### src/rtl/irq_seq_pkg.sv
package irq_seq_pkg;

  typedef enum logic [2:0] {
    SQ_RUN,
    SQ_PUSH_LO,
    SQ_PUSH_HI,
    SQ_POP_HI,
    SQ_POP_LO,
    SQ_POP_FIN
  } seq_state_e;

  typedef enum logic [1:0] {
    NX_INC1,
    NX_INC2,
    NX_BRANCH,
    NX_VECTOR
  } nxt_sel_e;

endpackage

### src/rtl/irq_pend_arb.sv
module irq_pend_arb #(
  parameter int NUM_SRC = 35,
  parameter int PC_W    = 16
) (
  input  logic               clk,
  input  logic               rst_n,
  input  logic [NUM_SRC-1:0] req,
  input  logic               take,
  output logic               any_pend,
  output logic [PC_W-1:0]    vec_addr,
  output logic [NUM_SRC-1:0] ack
);
  localparam int IDX_W = $clog2(NUM_SRC);

  logic [NUM_SRC-1:0] pend_q;
  logic [NUM_SRC-1:0] grant;
  logic [IDX_W-1:0]   grant_idx;

  // table slots are two words wide: index i (source i+1) enters at 2*i
  function automatic logic [PC_W-1:0] slot_addr(input logic [IDX_W-1:0] idx);
    return PC_W'({idx, 1'b0});
  endfunction

  always_comb begin
    grant     = '0;
    grant_idx = '0;
    for (int i = NUM_SRC - 1; i >= 0; i--) begin
      if (pend_q[i]) begin
        grant     = '0;
        grant[i]  = 1'b1;
        grant_idx = IDX_W'(i);
      end
    end
  end

  assign any_pend = |pend_q;
  assign vec_addr = slot_addr(grant_idx);

  always_ff @(posedge clk or negedge rst_n) begin
    if (!rst_n) begin
      pend_q <= '0;
      ack    <= '0;
    end else begin
      pend_q <= (pend_q & ~(take ? grant : '0)) | req;
      ack    <= take ? grant : '0;
    end
  end

  // acknowledge is a single source, and it was the lowest pending one
  p_ack_onehot_r5: assert property (@(posedge clk) disable iff (!rst_n)
    $onehot0(ack));
  p_lowest_wins_r5: assert property (@(posedge clk) disable iff (!rst_n)
    (|ack) |-> ((($past(pend_q) & ack) != '0) &&
                (($past(pend_q) & (ack - 1'b1)) == '0)));
  // a taken source's pending bit is gone unless re-requested
  p_ack_clears_r5: assert property (@(posedge clk) disable iff (!rst_n)
    (|ack) |-> (((pend_q & ack) == '0) || (($past(req) & ack) != '0)));

endmodule

### src/rtl/irq_stack_port.sv
module irq_stack_port #(
  parameter int              SP_W      = 16,
  parameter logic [SP_W-1:0] STACK_TOP = 16'h00F0
) (
  input  logic            clk,
  input  logic            rst_n,
  input  logic            push,
  input  logic            pop,
  input  logic [7:0]      wbyte,
  output logic [SP_W-1:0] sp,
  output logic [SP_W-1:0] addr,
  output logic            we,
  output logic            re,
  output logic [7:0]      wdata
);
  localparam logic [SP_W-1:0] ONE = SP_W'(1);

  // push writes at sp then decrements; pop increments and reads there
  function automatic logic [SP_W-1:0] access_addr(input logic [SP_W-1:0] p,
                                                  input logic is_pop);
    return is_pop ? p + ONE : p;
  endfunction

  assign addr  = access_addr(sp, pop);
  assign we    = push;
  assign re    = pop;
  assign wdata = wbyte;

  always_ff @(posedge clk or negedge rst_n) begin
    if (!rst_n)    sp <= STACK_TOP;
    else if (push) sp <= sp - ONE;
    else if (pop)  sp <= sp + ONE;
  end

  p_push_pop_excl_r6: assert property (@(posedge clk) disable iff (!rst_n)
    !(push && pop));
  p_sp_push_r6: assert property (@(posedge clk) disable iff (!rst_n)
    push |=> (sp == $past(sp) - ONE));
  p_sp_pop_r7: assert property (@(posedge clk) disable iff (!rst_n)
    pop |=> (sp == $past(sp) + ONE));

endmodule

### src/rtl/pc_next_mux.sv
module pc_next_mux
  import irq_seq_pkg::*;
#(
  parameter int PC_W = 16
) (
  input  nxt_sel_e        sel,
  input  logic [PC_W-1:0] pc,
  input  logic [PC_W-1:0] target,
  input  logic [PC_W-1:0] vec,
  output logic [PC_W-1:0] nxt
);
  function automatic logic [PC_W-1:0] advance(input logic [PC_W-1:0] p,
                                              input logic two);
    return p + (two ? PC_W'(2) : PC_W'(1));
  endfunction

  always_comb begin
    unique case (sel)
      NX_INC1:   nxt = advance(pc, 1'b0);
      NX_INC2:   nxt = advance(pc, 1'b1);
      NX_BRANCH: nxt = target;
      NX_VECTOR: nxt = vec;
      default:   nxt = advance(pc, 1'b0);
    endcase
  end

endmodule

### src/rtl/irq_vector_seq.sv
module irq_vector_seq
  import irq_seq_pkg::*;
#(
  parameter int              NUM_SRC   = 35,
  parameter int              PC_W      = 16,
  parameter int              SP_W      = 16,
  parameter logic [SP_W-1:0] STACK_TOP = 16'h00F0
) (
  input  logic               clk,
  input  logic               rst_n,
  input  logic               instr_done,
  input  logic               instr_two_word,
  input  logic               branch_taken,
  input  logic [PC_W-1:0]    branch_target,
  input  logic               reti_cmd,
  input  logic [NUM_SRC-1:0] irq_req,
  output logic [NUM_SRC-1:0] irq_ack,
  output logic [PC_W-1:0]    pc,
  output logic               irq_enable,
  output logic               seq_busy,
  output logic [SP_W-1:0]    stk_addr,
  output logic               stk_we,
  output logic               stk_re,
  output logic [7:0]         stk_wdata,
  input  logic [7:0]         stk_rdata,
  output logic [SP_W-1:0]    stk_ptr
);
  seq_state_e      state_q;
  logic            any_pend;
  logic [PC_W-1:0] vec_addr;
  logic [PC_W-1:0] flow_pc;
  logic [PC_W-1:0] next_pc;
  logic [PC_W-1:0] ret_q;
  logic [7:0]      hi_q;
  nxt_sel_e        flow_sel;
  nxt_sel_e        next_sel;

  // named events for assertions
  logic at_boundary;
  logic take_irq;
  logic start_ret;
  logic do_push;
  logic do_pop;

  assign at_boundary = (state_q == SQ_RUN) && instr_done;
  assign start_ret   = at_boundary && reti_cmd;
  assign take_irq    = at_boundary && !reti_cmd && irq_enable && any_pend;
  assign do_push     = (state_q == SQ_PUSH_LO) || (state_q == SQ_PUSH_HI);
  assign do_pop      = (state_q == SQ_POP_HI) || (state_q == SQ_POP_LO);
  assign seq_busy    = (state_q != SQ_RUN);

  function automatic logic [PC_W-1:0] join_bytes(input logic [7:0] hi,
                                                 input logic [7:0] lo);
    return PC_W'({hi, lo});
  endfunction

  function automatic logic [PC_W-1:0] ack_slot(input logic [NUM_SRC-1:0] a);
    logic [PC_W-1:0] r;
    r = '0;
    for (int i = 0; i < NUM_SRC; i++) if (a[i]) r = PC_W'(2 * i);
    return r;
  endfunction

  always_comb begin
    if (branch_taken)        flow_sel = NX_BRANCH;
    else if (instr_two_word) flow_sel = NX_INC2;
    else                     flow_sel = NX_INC1;
    next_sel = take_irq ? NX_VECTOR : flow_sel;
  end

  irq_pend_arb #(.NUM_SRC(NUM_SRC), .PC_W(PC_W)) u_arb (
    .clk      (clk),
    .rst_n    (rst_n),
    .req      (irq_req),
    .take     (take_irq),
    .any_pend (any_pend),
    .vec_addr (vec_addr),
    .ack      (irq_ack)
  );

  pc_next_mux #(.PC_W(PC_W)) u_flow_mux (
    .sel    (flow_sel),
    .pc     (pc),
    .target (branch_target),
    .vec    (vec_addr),
    .nxt    (flow_pc)
  );

  pc_next_mux #(.PC_W(PC_W)) u_next_mux (
    .sel    (next_sel),
    .pc     (pc),
    .target (branch_target),
    .vec    (vec_addr),
    .nxt    (next_pc)
  );

  irq_stack_port #(.SP_W(SP_W), .STACK_TOP(STACK_TOP)) u_stack (
    .clk   (clk),
    .rst_n (rst_n),
    .push  (do_push),
    .pop   (do_pop),
    .wbyte ((state_q == SQ_PUSH_LO) ? ret_q[7:0] : 8'(ret_q >> 8)),
    .sp    (stk_ptr),
    .addr  (stk_addr),
    .we    (stk_we),
    .re    (stk_re),
    .wdata (stk_wdata)
  );

  always_ff @(posedge clk or negedge rst_n) begin
    if (!rst_n) begin
      state_q    <= SQ_RUN;
      pc         <= '0;
      irq_enable <= 1'b0;
      ret_q      <= '0;
      hi_q       <= '0;
    end else begin
      unique case (state_q)
        SQ_RUN: begin
          if (start_ret) begin
            state_q <= SQ_POP_HI;
          end else if (take_irq) begin
            ret_q      <= flow_pc;
            pc         <= next_pc;
            irq_enable <= 1'b0;
            state_q    <= SQ_PUSH_LO;
          end else if (at_boundary) begin
            pc <= next_pc;
          end
        end
        SQ_PUSH_LO: state_q <= SQ_PUSH_HI;
        SQ_PUSH_HI: state_q <= SQ_RUN;
        SQ_POP_HI:  state_q <= SQ_POP_LO;
        SQ_POP_LO: begin
          hi_q    <= stk_rdata;
          state_q <= SQ_POP_FIN;
        end
        SQ_POP_FIN: begin
          pc         <= join_bytes(hi_q, stk_rdata);
          irq_enable <= 1'b1;
          state_q    <= SQ_RUN;
        end
        default: state_q <= SQ_RUN;
      endcase
    end
  end

  // the acknowledge arrives with the flag already cleared and pc on its slot
  p_ie_clear_on_entry_r5: assert property (@(posedge clk) disable iff (!rst_n)
    (|irq_ack) |-> !irq_enable);
  p_vector_slot_r5: assert property (@(posedge clk) disable iff (!rst_n)
    (|irq_ack) |-> (pc == ack_slot(irq_ack)));
  // only a masked-on flag lets an acknowledge out; only a pop sets it
  p_no_ack_masked_r9: assert property (@(posedge clk) disable iff (!rst_n)
    (|irq_ack) |-> $past(irq_enable));
  p_ie_set_by_pop_r9: assert property (@(posedge clk) disable iff (!rst_n)
    $rose(irq_enable) |-> $past(state_q == SQ_POP_FIN));
  // pc frozen across the stack cycles that precede the restore
  p_pc_frozen_r10: assert property (@(posedge clk) disable iff (!rst_n)
    (do_push || do_pop) |=> $stable(pc));
  // the push pair follows an entry back-to-back
  p_push_pair_r6: assert property (@(posedge clk) disable iff (!rst_n)
    (state_q == SQ_PUSH_LO) |=> (stk_we && (state_q == SQ_PUSH_HI)));

endmodule

### config.mk
export PLATFORM = sky130hd
export DESIGN_NAME = irq_vector_seq
export DESIGN_NICKNAME = d
export VERILOG_FILES = /design/src/rtl/irq_seq_pkg.sv /design/src/rtl/irq_pend_arb.sv /design/src/rtl/irq_stack_port.sv /design/src/rtl/pc_next_mux.sv /design/src/rtl/irq_vector_seq.sv
export SDC_FILE = /design/constraint.sdc
export NUM_CORES = 1
export LEC_CHECK = 0
export BUFFER_PORTS_ARGS = -buffer_cell sky130_fd_sc_hd__buf_2
export CAP_MARGIN = 15
export CORE_MARGIN = 2
export CORE_UTILIZATION = 51
export CTS_BUF_LIST = sky130_fd_sc_hd__clkbuf_16
export CTS_CLUSTER_SIZE = 20
export DETAILED_ROUTE_END_ITERATION = 8
export GPL_ROUTABILITY_DRIVEN = 0
export GPL_TIMING_DRIVEN = 0
export PLACE_DENSITY = 0.83
export SLEW_MARGIN = 20
export SYNTH_ARGS = -nofsm -noshare
export SYNTH_HDL_FRONTEND = slang
export SYNTH_HIERARCHICAL = 1
export SYNTH_SLANG_ARGS = --single-unit
### constraint.sdc
create_clock -name clk -period 3.4 [get_ports clk]
set_input_delay 0.68 -clock clk [delete_from_list [all_inputs] [get_ports clk]]
set_output_delay 0.68 -clock clk [all_outputs]
set_load 0.02 [all_outputs]
Yosys cells after proc, flatten, opt, wreduce, memory -nomap -nowiden

Index checks and enable logic that the tools add are counted.

Register bits after elaboration: 130
Output and inout bits: 95

Reductions and logical operators: 17
Multiplexer cells: 89
Add/subtract/negate cells: 4
Bitwise logic cells: 4
Equal/unequal tests: 15

Operators by type and width:

| kind                                                 | count |
|---|---|
| two-way mux 35 bit                                   | 36 |
| two-way mux 6 bit                                    | 35 |
| one-hot mux 16 bit (4 select lines)                  | 2 |
| two-way mux 16 bit                                   | 5 |
| bitwise AND 35 bit                                   | 1 |
| NOT 35 bit                                           | 1 |
| OR 35 bit                                            | 1 |
| OR reduction 35 bit                                  | 1 |
| adder 16 x 1 -> 16 bit (second input constant)       | 2 |
| one-hot mux 16 bit (2 select lines)                  | 1 |
| adder 16 x 2 -> 16 bit (second input constant)       | 1 |
| subtractor 16 x 1 -> 16 bit (second input constant)  | 1 |
| one-hot mux 3 bit (4 select lines)                   | 1 |
| AND reduction 3 bit                                  | 3 |
| equality test 2 bit (second input constant)          | 4 |
| two-way mux 8 bit                                    | 1 |
| equality test 3 x 2 -> 1 bit (second input constant) | 2 |
| equality test 3 bit (second input constant)          | 2 |
| two-way mux 3 bit                                    | 2 |
| != test 3 bit (second input constant)                | 2 |
| logical AND 1 bit                                    | 5 |
| equality test 2 x 1 -> 1 bit (second input constant) | 2 |
| zero test 2 bit                                      | 2 |
| two-way mux 2 bit                                    | 2 |
| 10 further kinds                                     | 14 |

Depth between registers and ports, before layout

Depth after elaboration: 40
Mapped depth: 16
Gate-level depth less buffers: 12

By module

The synthesis kept the hierarchy.

Modules (own cells, without submodules):

| module         | area each (µm²) | sequential area each (µm²) | times used | cells each |
|---|---|---|---|---|
| irq_pend_arb   | 3239.4          | 1751.7                     | 1          | 319 |
| irq_vector_seq | 2154.6          | 1101.1                     | 1          | 142 |
| pc_next_mux    | 959.7           | 0.0                        | 2          | 141 |
| irq_stack_port | 1311.3          | 405.4                      | 1          | 149 |

Worst setup path after synthesis

No wires, ideal clock.

Kind: register to register
Start point: register u_arb.pend_q[27]
End point: register pc[14]
Clock period less this slack: 3.602 ns
Data required time: 3.275 ns
Stages on the path, launching flop included: 15
Library setup time: 0.125 ns
Arrival: 3.477 ns
Slack: -0.202 ns
Cell sequence: dfrtp_1 > nor4_1 > nand3_1 > nor2_1 > nand3_1 > nand4_4 > buf_6 > nand2b_1 > buf_4 > mux2i_1 > or3_4 > o31a_1 > o31a_1 > mux2_2 > mux2_4

Longest elaborated chain between the ends: 9
Elaborated cells on any way between the ends: 14
Classes of those cells: eq/ne (4); mux (6); reduce/logical (4)

RTL lines:

| what                                              | line                  | RTL |
|---|---|---|
| start: declaration                                | irq_pend_arb.sv:15    | `logic [NUM_SRC-1:0] pend_q;` |
| start signal: assignment                          | irq_pend_arb.sv:44    | `pend_q <= (pend_q & ~(take ? grant : '0)) \| req;` |
| OR reduction 35 bit *                             | irq_pend_arb.sv:36    | `assign any_pend = \|pend_q;` |
| net any_pend                                      | irq_vector_seq.sv:29  | `logic any_pend;` |
| logical AND 1 bit *                               | irq_vector_seq.sv:47  | `assign take_irq = at_boundary && !reti_cmd && irq_enable && any_pend;` |
| two-way mux 2 bit *                               | irq_vector_seq.sv:68  | `next_sel = take_irq ? NX_VECTOR : flow_sel;` |
| net next_sel[0]                                   | irq_vector_seq.sv:36  | `nxt_sel_e next_sel;` |
| equality test 2 bit, or another cell as far along | pc_next_mux.sv:18     | `unique case (sel)` |
| one-hot mux 16 bit (4 select lines) *             | pc_next_mux.sv:18     |  |
| net next_pc[14]                                   | irq_vector_seq.sv:32  | `logic [PC_W-1:0] next_pc;` |
| two-way mux 16 bit                                | irq_vector_seq.sv:127 | `end else if (at_boundary) begin` |
| two-way mux 16 bit *                              | irq_vector_seq.sv:122 | `end else if (take_irq) begin` |
| two-way mux 16 bit *                              | irq_vector_seq.sv:120 | `if (start_ret) begin` |
| one-hot mux 16 bit (2 select lines) *             | irq_vector_seq.sv:118 | `unique case (state_q)` |
| end signal: assignment                            | irq_vector_seq.sv:124 | `pc <= next_pc;` |
| end signal: assignment                            | irq_vector_seq.sv:128 | `pc <= next_pc;` |
| end signal: assignment                            | irq_vector_seq.sv:139 | `pc <= join_bytes(hi_q, stk_rdata);` |
| end: declaration                                  | irq_vector_seq.sv:18  | `output logic [PC_W-1:0] pc,` |

The timed path passes the listed nets; every way through them passes the cells marked *. The select of a mux whose other input is x is not followed.
A chain may end at the register's enable or synchronous reset.

Worst setup path after layout

Start point: register u_arb.pend_q[3]
End point: register pc[14]

The elaborated chain is that of the path after synthesis.

==> impl_metrics.toml <==
[setup_path]
end_kind = "flop"
crit_chain = "nor4_4 -> nand2_2 -> nor2_1 -> nand3_4 -> nand4_4 -> buf_12 -> nand2b_4 -> mux2i_1 -> or3_4 -> o31a_1 -> o31a_1 -> mux2_4 -> mux2_4"
crit_family = "simple AND/OR/NAND/NOR gates"
reg2reg_to = "pc[14]"
cp_slowest_stage_delay_ps = 450
crit_required_ps = 3710
path_buf_inv = 1
critPathMaxFanout = 6
cp.arrival_ps = 3630
crit_type = "reg -> reg"
critPathLaunchType = "flop"
cpMaxStageDelayCell = "dfrtp_1"
reg2reg_depth = 13
ff2ff_setup_slack_ps = 90
rr_startpoint = "u_arb/pend_q[3]"

[timing]
finClkSkew_ps = 14.82
max_slew_margin_pct = 41.51
fmaxAchievable_mhz = 301.7
setup_ws_ps = 85.66
tns_ps = 0
hold_violations = 0
slew_viol_final = 0
min_period_ps = 3314
setup_viol = 0
fin_crit_sh_pct = 97.48
max_slew.worst_pin.slew_ps = 855.2

[layout]
diodes = 0
stdcell_area_mm2 = 0.01065
syn2layout_area_growth_pct = 23.49
final_layout_size_suffix_gt1_share_pct = 36.44
nets = 1165
utilization_pct = 64.22

[route]
postRouteAntennaNets = 0
wl_per_cell_um = 18.33
first_iter_violations = 782
first_pass_iters = 5
dr_total_vias = 7882
routed_wl_mm = 24.31
drc = 0
viasPerCell = 5.944

[clocking]
cts_htree_levels = 4
clk_pin_slew_ps = 60
root_buffer = "clkbuf_16"
cts_tree = "done"
postCtsHoldBufs = 0
cts_sinks = 130
clk_path_buf_depth = 2
clk_latency_ps = 430
tritoncts.num_buffers = 17

[placement]
place_hpwl_mm = 17.30
io_buffers = 159
placed_area_mm2 = 0.009801
pre_cts_ws_ps = -495.6

[die]
dieArea_mm2 = 0.01797
die_w_um = 134.0
coreArea_mm2 = 0.01658
initial_core_util_pct = 52.01
die_y_um = 134.0
rows = 47
io-pin-count = 160

[global_route]
grt_pass1_wl_mm = 38.72
overflow = 0
grt_usage_pct = 27.21
grt_pass1_vias = 7417
grt_max_degree = 84
antenna_found_initial = 0

[synth]
yosys_warnings = 6
ys_seq_area_share_pct = 37.78
ys_async_sr_fraction_pct = 100.0
ys_ff_latch = 130
syn_avg_cell_area_um2 = 9.669
synthDistinctLibCells = 85
synth_ff_type = "dfrtp_1"
synth_top_area_share_pct = 36.56
yosys.area.top_type = "dfrtp_1"
synthTopCellsByArea = "dfrtp_1 (37%), mux2_2 (6.5%), mux2_4 (3.0%)"
synth_area_mm2 = 0.008625
synth_edf_count = 0
syn_inst = 892

[power]
finalPower_w = 0.007938
p_leak_nw = 4.808
powerDensity_mw_per_mm2 = 745.4
ir_drop_uv = 497.5

[status]
status = "completed"

[job]
drv_cap = 0

[worst_hold_path]
hp-class = "in -> async"
-- where the power goes --
group / total (W) / leakage [nW] / internal [W] / switching [W]
registers: 0.00244 / 1.51 / 0.00191 / 0.000529
clock network: 0.00192 / 0.300 / 0.00122 / 0.000699
logic: 0.00358 / 2.99 / 0.00163 / 0.00195
-- synthesized netlist by cell type, types with 20 or more instances --
| cell | count |
|---|---|
| a21oi_1 | 28 |
| buf_2 | 20 |
| buf_4 | 27 |
| dfrtp_1 | 126 |
| inv_1 | 36 |
| mux2_2 | 50 |
| nand2_1 | 46 |
| nand3_1 | 21 |
| nor2_1 | 62 |
| nor3_1 | 28 |
| nor4_1 | 39 |
| o21ai_0 | 31 |
| xnor2_1 | 28 |
-- logic make-up (layout without fill, tap and decap cells) --
| logic type | count (synthesis) | count (layout) | share of synthesized area [%] |
|---|---|---|---|
| AO/OA/AOI/OAI | 177 | 177 | 14.41 |
| XOR/XNOR | 45 | 45 | 4.570 |
| adder cells (fa/ha/maj) | 6 | 6 | 0.8704 |
| buffers and inverters | 113 | 318 | 7.326 |
| flip-flops | 130 | 130 | 37.78 |
| multiplexers | 89 | 89 | 12.62 |
| other | 1 | 10 | 0.04348 |
| AND/OR/NAND/NOR | 331 | 331 | 22.39 |
-- timing repair --
| action | 4_1_cts | 5_1_grt |
|---|---|---|
| cloned | 0 | 0 |
| gates resized for setup | 16 | 19 |
| setup endpoints to repair | 51 | 30 |
| pin swaps | 8 | 9 |
| setup buffers | 8 | 12 |
-- per-stage QoR --
step / std cells / hold slack [ps]
finish: 1326 / 153.1
global route: 1326 / 175.2
CTS: 1318 / 161.5
detailed placement: 1281 / 487.3
global placement: 1280 / 485.1
floorplan: 901 / 384.4
-- worst reg2reg max path: stages (launching register included) --
cell and delay [ps]:
dfrtp_1 450, nor4_4 390, nand2_2 150, nor2_1 210, nand3_4 120, nand4_4 110, buf_12 120, nand2b_4 70
mux2i_1 130, or3_4 370, o31a_1 310, o31a_1 250, mux2_4 260, mux2_4 260
-- layer usage --
| layer | track usage [%] | part of all wire (%) | up-vias |
|---|---|---|---|
| met2 | 42.28 | 46 | 430 |
| met1 | 38.17 | 43 | 3736 |
| met4 | 9.532 | 2.1 | 0 |
| li1 | - | - | 3673 |
| met5 | 0 | 0 | - |
| met3 | 5.404 | 8.7 | 43 |
-- cell type report --
cell class,count,area [µm²]
plain buffers,71,494.2
clock buffers,17,425.4
clock inverters,14,190.2
fillers,1369,5933
inverters,36,135.1
multi-input cells,658,4880
flip-flops and latches,130,3267
well taps,220,275.3
repair buffers,180,983.4
-- worst max path at each step --
stage,end,cells past startpoint,from,slack [ps]
after CTS,pc[14],14,u_arb/pend_q[15],-70
after global routing,pc[3],15,u_arb/pend_q[14],-60
after global placement,pc[14],15,u_arb/pend_q[14],-390
after floorplan,pc[14],14,u_arb/pend_q[15],-10
after detailed placement,pc[14],15,u_arb/pend_q[12],-500
final,pc[14],13,u_arb/pend_q[3],90
-- state kept, by name, summed over array words and instances (netlist names) --
| name | flops |
|---|---|
| hi_q | 8 |
| u_stack/sp | 16 |
| u_arb/ack | 35 |
| u_arb/pend_q | 35 |
| pc | 16 |
| ret_q | 16 |
| irq_enable | 1 |
| state_q | 3 |
-- placed cells by master (no fill, tap or decap), types with 12 or more instances in the layout --
cell	netlist	routed
a21o_1	19	19
a21oi_1	28	28
a31oi_1	12	12
and3_1	17	17
buf_2	20	175
buf_4	27	47
clkbuf_16	0	17
dfrtp_1	126	119
inv_1	36	38
mux2_2	50	49
mux2_4	17	18
mux2i_1	18	18
nand2_1	46	45
nand2b_1	19	18
nand3_1	21	19
nand4_1	19	19
nor2_1	62	60
nor3_1	28	27
nor4_1	39	36
o21ai_0	31	30
xnor2_1	28	28
xor2_1	17	17
Power figures use the tool's default switching activity.
